## config.mk

```make
export PLATFORM = sky130hd
export DESIGN_NAME = zt_sram
export DESIGN_NICKNAME = d
export VERILOG_FILES = /design/src/rtl/zt_sram.sv
export SDC_FILE = /design/constraint.sdc
export NUM_CORES = 2
export LEC_CHECK = 0
export ABC_AREA = 1
export BUFFER_PORTS_ARGS = -buffer_cell sky130_fd_sc_hd__buf_2
export CAP_MARGIN = 20
export CORE_ASPECT_RATIO = 1.75
export CORE_UTILIZATION = 52
export DETAILED_ROUTE_END_ITERATION = 10
export PLACE_DENSITY_LB_ADDON = 0.3
export SKIP_CTS_REPAIR_TIMING = 1
export SYNTH_ARGS = -nofsm -noshare
export SYNTH_HDL_FRONTEND = slang
export SYNTH_SLANG_ARGS = --single-unit
```

## constraint.sdc

```tcl
create_clock -name clk -period 4 [get_ports clk]
set_clock_uncertainty 0.1 [all_clocks]
set_input_delay 0.4 -clock clk [delete_from_list [all_inputs] [get_ports clk]]
set_output_delay 0.4 -clock clk [all_outputs]
set_load 0.05 [all_outputs]
```

## src/rtl/zt_sram.sv

```systemverilog
module zt_sram #(
  parameter int AW    = 6,
  parameter int LANES = 4
) (
  input  logic               clk,
  input  logic               rst_n,
  input  logic               cs_n,
  input  logic               adv_ld_n,
  input  logic               we_n,
  input  logic [LANES-1:0]   be_n,
  input  logic               cken_n,
  input  logic               oe_n,
  input  logic               sleep,
  input  logic [AW-1:0]      addr,
  input  logic [8*LANES-1:0] wdata,
  output logic [8*LANES-1:0] rdata,
  output logic               rdata_oe,
  output logic               rvalid
);
  localparam int DW    = 8 * LANES;
  localparam int DEPTH = 1 << AW;

  typedef enum logic [1:0] {K_IDLE, K_RD, K_WR} kind_t;

  logic [DW-1:0]    mem [DEPTH];
  logic             slp1, slp2;
  kind_t            bkind, nkind;
  logic [AW-1:0]    baddr, naddr, a1, a2;
  logic             rd1, wr1, wr2, rv_q;
  logic [LANES-1:0] be1, be2;
  logic [DW-1:0]    dout_q, fwd;

  wire run = !cken_n && !slp2;

  always_comb begin
    nkind = bkind;
    naddr = baddr;
    if (!adv_ld_n) begin
      nkind = cs_n ? K_IDLE : (we_n ? K_RD : K_WR);
      if (!cs_n) naddr = addr;
    end else if (bkind != K_IDLE) begin
      naddr = {baddr[AW-1:2], baddr[1:0] + 2'd1};
    end
  end

  for (genvar l = 0; l < LANES; l++) begin : g_fwd
    assign fwd[8*l +: 8] = (wr2 && be2[l] && a2 == a1) ? wdata[8*l +: 8] : mem[a1][8*l +: 8];
  end

  always_ff @(posedge clk or negedge rst_n) begin
    if (!rst_n) begin
      slp1 <= 1'b0;
      slp2 <= 1'b0;
    end else begin
      slp1 <= sleep;
      slp2 <= slp1;
    end
  end

  always_ff @(posedge clk or negedge rst_n) begin
    if (!rst_n) begin
      bkind  <= K_IDLE;
      baddr  <= '0;
      rd1    <= 1'b0;
      wr1    <= 1'b0;
      wr2    <= 1'b0;
      a1     <= '0;
      a2     <= '0;
      be1    <= '0;
      be2    <= '0;
      rv_q   <= 1'b0;
      dout_q <= '0;
    end else if (run) begin
      bkind <= nkind;
      baddr <= naddr;
      rd1   <= (nkind == K_RD);
      wr1   <= (nkind == K_WR);
      a1    <= naddr;
      be1   <= ~be_n;
      wr2   <= wr1;
      a2    <= a1;
      be2   <= be1;
      rv_q  <= rd1;
      if (rd1) dout_q <= fwd;
    end
  end

  always_ff @(posedge clk) begin
    if (run && wr2)
      for (int l = 0; l < LANES; l++)
        if (be2[l]) mem[a2][8*l +: 8] <= wdata[8*l +: 8];
  end

  assign rvalid   = rv_q;
  assign rdata_oe = rv_q && !oe_n;
  assign rdata    = rdata_oe ? dout_q : '0;
endmodule

```

# After elaboration in Yosys (flattened, before gate mapping)
# Memory sizes are Yosys's and may differ from the RTL's. A register that Yosys moved wholly into a read port is not among the register bits.
# Index checks and enable logic that the tools add are counted.
[op_classes] add_sub_neg=1 n_mul=0 div_mod_pow=0 magnitude_cmp=0 n_eq_ne=4 shifts=0 n_mux=19 bitwise=3 reduce_logical=11
[op_table] op="$mux W32" count=1
[op_table] op="$mux W1" count=12
[op_table] op="$mux W6" count=2
[op_table] op="$mux W2" count=4
[op_table] op="$reduce_and A3 Y1" count=2
[op_table] op="$logic_not A1 Y1" count=4
[op_table] op="$ne A2 B1 Y1 const B" count=2
[op_table] op="$not A4 Y4" count=1
[op_table] op="$logic_and A1 B1 Y1" count=3
[op_table] op="$add A2 B1 Y2 const B" count=1
[op_table] op="$eq A2 B1 Y1 const B" count=1
[op_table] op="$eq A2 B2 Y1 const B" count=1
[op_table] op="$not A1 Y1" count=2
[op_table] op="$reduce_and A2 Y1" count=1
[op_table] op="$reduce_bool A2 Y1" count=1
[word_totals] regBits=28 latchBits=0 ram_bits=2048 mem_bits_ro=0 out_inout_bits=34 word_cells=51 memories=1
[mem_list] name="mem" words=64 word_bits=32 rd=1 rd_ports_with_merged_regs=1 write_ports=1 line_no="25" rtl="logic [DW-1:0] mem [DEPTH];"

# Logic depth before layout (Yosys ltp)
[logic_depth] depth_word=5 depth_mapped=14 depth_no_buf=11

# Least setup slack after synthesis
# No wires, ideal clock.
[synth_timing] path_kind="register -> output" start="register rv_q, in the netlist rvalid" end="output rdata[10]" arrival_ns=2.516 slack_ns=0.984 path_stages_with_launch=6 path_buffers=1 path_cell_list="dfrtp_1 inv_1 nor2_1 inv_1 clkbuf_1 nor2_1"
[synth_between] elab_chain_len=2
[synth_lines] element="from (decl)" line_no="29" rtl="logic rd1, wr1, wr2, rv_q;"
[synth_lines] element="from (signal assigned)" line_no="83" rtl="rv_q <= rd1;"
[synth_lines] element="$logic_and A1 B1 Y1" line_no="95" rtl="assign rdata_oe = rv_q && !oe_n;"
[synth_lines] element="via rdata_oe" line_no="17" rtl="output logic rdata_oe,"
[synth_lines] element="$mux W32" line_no="96" rtl="assign rdata = rdata_oe ? dout_q : '0;"
[synth_lines] element="to (decl)" line_no="16" rtl="output logic [8*LANES-1:0] rdata,"
# The timed path passes the listed nets, and every way through them passes these cells.

==> metrics.md <==
| Metric | Value |
|---|---|
| WL final | `253000 um` |
| CTS Root Cell | `clkbuf_16` |
| Met2 WL | `123000 um` |
| CP Launch Type | `flip-flop` |
| CP max-delay cell | `inv_8` |
| Synthesized flop and latch total | `2108` |
| Hold wc startpoint | `cs_n` |
| CTS buffer count | `182` |
| YS warnings | `0` |
| H-tree levels | `4` |
| Global-route wire length before repair | `366000 um` |
| Worst slew margin | `0.257` |
| Hold-critical path depth | `6` |
| Pin count of the biggest net entering global routing | `174` |
| IO Port Bufs | `83` |
| Die area | `167000 um2` |
| Placement Rows | `197` |
| Die X | `309 um` |
| Starting Density | `0.523` |
| Most frequent cells in the layout | `nand2_1 (2462), edfxtp_1 (2048), nand3_1 (1908)` |
| FILL cells | `12900` |
| Largest incremental delay on the critical path | `0.67 ns` |
| Area of the multi-input gates | `20400 um2` |
| Clock sinks | `2108` |
| Die Y | `540 um` |
| Post-Syn Nets | `7497` |
| # IOs | `84` |
| Initial antenna violation count | `12` |
| Synth cell types | `23` |
| Critical Path RT | `4.62 ns` |
| Register area share after synthesis | `0.733` |
| Tightest Hold Check Type | `in2reg` |
| Top Metal Used | `met5` |
| Reg2Reg Launch Point | `a1[1]` |
| Final period util | `0.841` |
| Worst Setup End Kind | `flip-flop` |
| CP Max Fanout | `102` |
| Avg Vias per Cell | `5.93` |
| Critical Path Most Common Cell | `nand3_1` |
| Core Region | `164000 um2` |
| Wl on met1 | `87800 um` |
| TritonCTS clock tree | `yes` |
| Via count of the routed design | `59200` |
| Setup TNS | `0 ns` |
| Starting DRC count in detailed routing | `7110` |
| Sequential cell area | `63000 um2` |
| RSZ-0062 raised after global routing | `no` |
| Metal3 WL | `20500 um` |
| Antenna Nets Post-Route | `0` |
| Slew at the pin closest to its max-slew limit | `1.11 ns` |
| Layout Area Growth over Synthesis | `12.2%` |
| Share of layout cells above drive strength 1 | `0.0971` |
| Total track usage | `0.301` |
| Final Hold Viols | `6` |
| Worst r2r dst | `dout_q[20]` |
| Leak | `34.9 nW` |
| Outcome | `finished with violations` |
| Min cycle time layout | `3.36 ns` |
| Number of global-route vias before repair | `56300` |
| Leading cell type in the layout, fill and taps excluded | `nand2_1` |
| VDD IR max | `0.692 mV` |
| Remaining global-route overflow | `0` |
| PwrDens | `584 nW/um2` |
| R2R Setup Slk | `0.64 ns` |
| Drt first pass iters | `9` |
| Worst Reg-to-Reg Cells | `12` |
| Post-Syn Instances | `7447` |
| DR WL/cell | `25.4 um` |
| Clock transition at the registers of the reported paths | `0.07 ns` |
| CP arrival | `3.99 ns` |
| # nets final | `7698` |
| CTS max path bufs | `4` |
| Avg Inst Size Synth | `11.5 um2` |
| DRC Markers | `0` |
| Upper clock frequency limit | `297 MHz` |
| Hpwl dp | `157000 um` |
| Clk_lat worst skew | `0.83 ns` |
| Crit Path Category | `reg2reg` |
| Worst hold margin | `-0.0593 ns` |
| Slew Viols, Final | `0` |
| Failing checks | `negative hold slack` |
| Synth Cell Area | `85900 um2` |
| Final setup violation count | `0` |
| Hold EP | `bkind[1]` |
| Final GP Congestion | `0.954` |
| Crit-path cells | `inv_8, buf_4, buf_4, nand3_1, nand3_1, nand3_1, nand3_1, nand3_1, nand2_1, nand2_1, nand2_1, nand2_1` |
| Maximum Capacitance Violations | `0` |
power by group:
group	switching, mW	internal (mW)	total [mW]
clock network	7.67	9.78	17.5
logic	10.2	3.77	13.9
registers	0.456	24.4	24.9
routing by layer:
metal | vias to the layer above | track usage
li1 | 26400 | -
met1 | 28800 | 0.362
met2 | 3159 | 0.493
met3 | 775 | 0.0440
met4 | 2 | 0.222
met5 | - | 0
cells by family after synthesis:
logic type             share of synthesized area
AO/OA/AOI/OAI                            0.00374
AND/OR/NAND/NOR                            0.234
flip-flops                                 0.733
buffers and inverters                     0.0293
cell usage after synthesis (all sizes together):
master	number	area, um2
nand2	2466	9270
edfxtp	2048	61500
nand3	1908	9550
nor2	302	1140
buf	288	1420
clkbuf	197	739
inv	95	357
dfrtp	60	1500
o21ai	52	260
nor3	17	96.4
a21oi	8	40.0
nand4	3	18.8
a21boi	1	7.51
a22oi	1	7.51
a31oi	1	6.26
stage by stage:
stage,cells,power [mW],area (um2),setup WS (ns),utilization
after floorplan,7447,33.8,85900,0.984,-
after global placement,9633,38.8,90400,0.671,0.550
after detailed placement,9633,39.0,90400,0.686,0.550
after CTS,9953,56.1,96200,0.688,0.585
after global routing,9976,58.1,96400,0.579,0.586
final,9980,56.3,96400,0.635,0.586
worst max path at each step:
stage / startpoint / endpoint / slack [ns]
2_1_floorplan: rvalid / rdata[10] / 0.98
3_3_place_gp: a1[1] / dout_q[20] / 0.67
3_5_place_dp: a1[1] / dout_q[20] / 0.69
4_1_cts: a1[1] / dout_q[20] / 0.69
5_1_grt: a1[1] / dout_q[18] / 0.58
6_report: a1[1] / dout_q[20] / 0.64
critical path: cells and delay by family, from the launching register on:
kind	cells	cell delay [ns]
buffers and inverters	3	1.29
DFF	1	0.56
and+or+nand+nor	9	1.22
sequential cells by signal, summed over array words and instances, names as in the netlist:
name	cells
a1	6
rvalid	1
bkind	2
wr1	1
be2	4
be1	4
rd1	1
slp2	1
slp1	1
mem	2048
dout_q	32
a2	6
wr2	1
final cells by class:
class                           instances  share of cell area
Antenna cell                            7            0.000182
Clock buffer                          231              0.0511
Clock inverter                         89             0.00879
Inverter                               95             0.00396
Multi-Input combinational cell       4759               0.212
Sequential cell                      2108               0.654
Tap cell                             2189              0.0284
Timing Repair Buffer                  502              0.0422
Power figures use the tool's default switching activity.
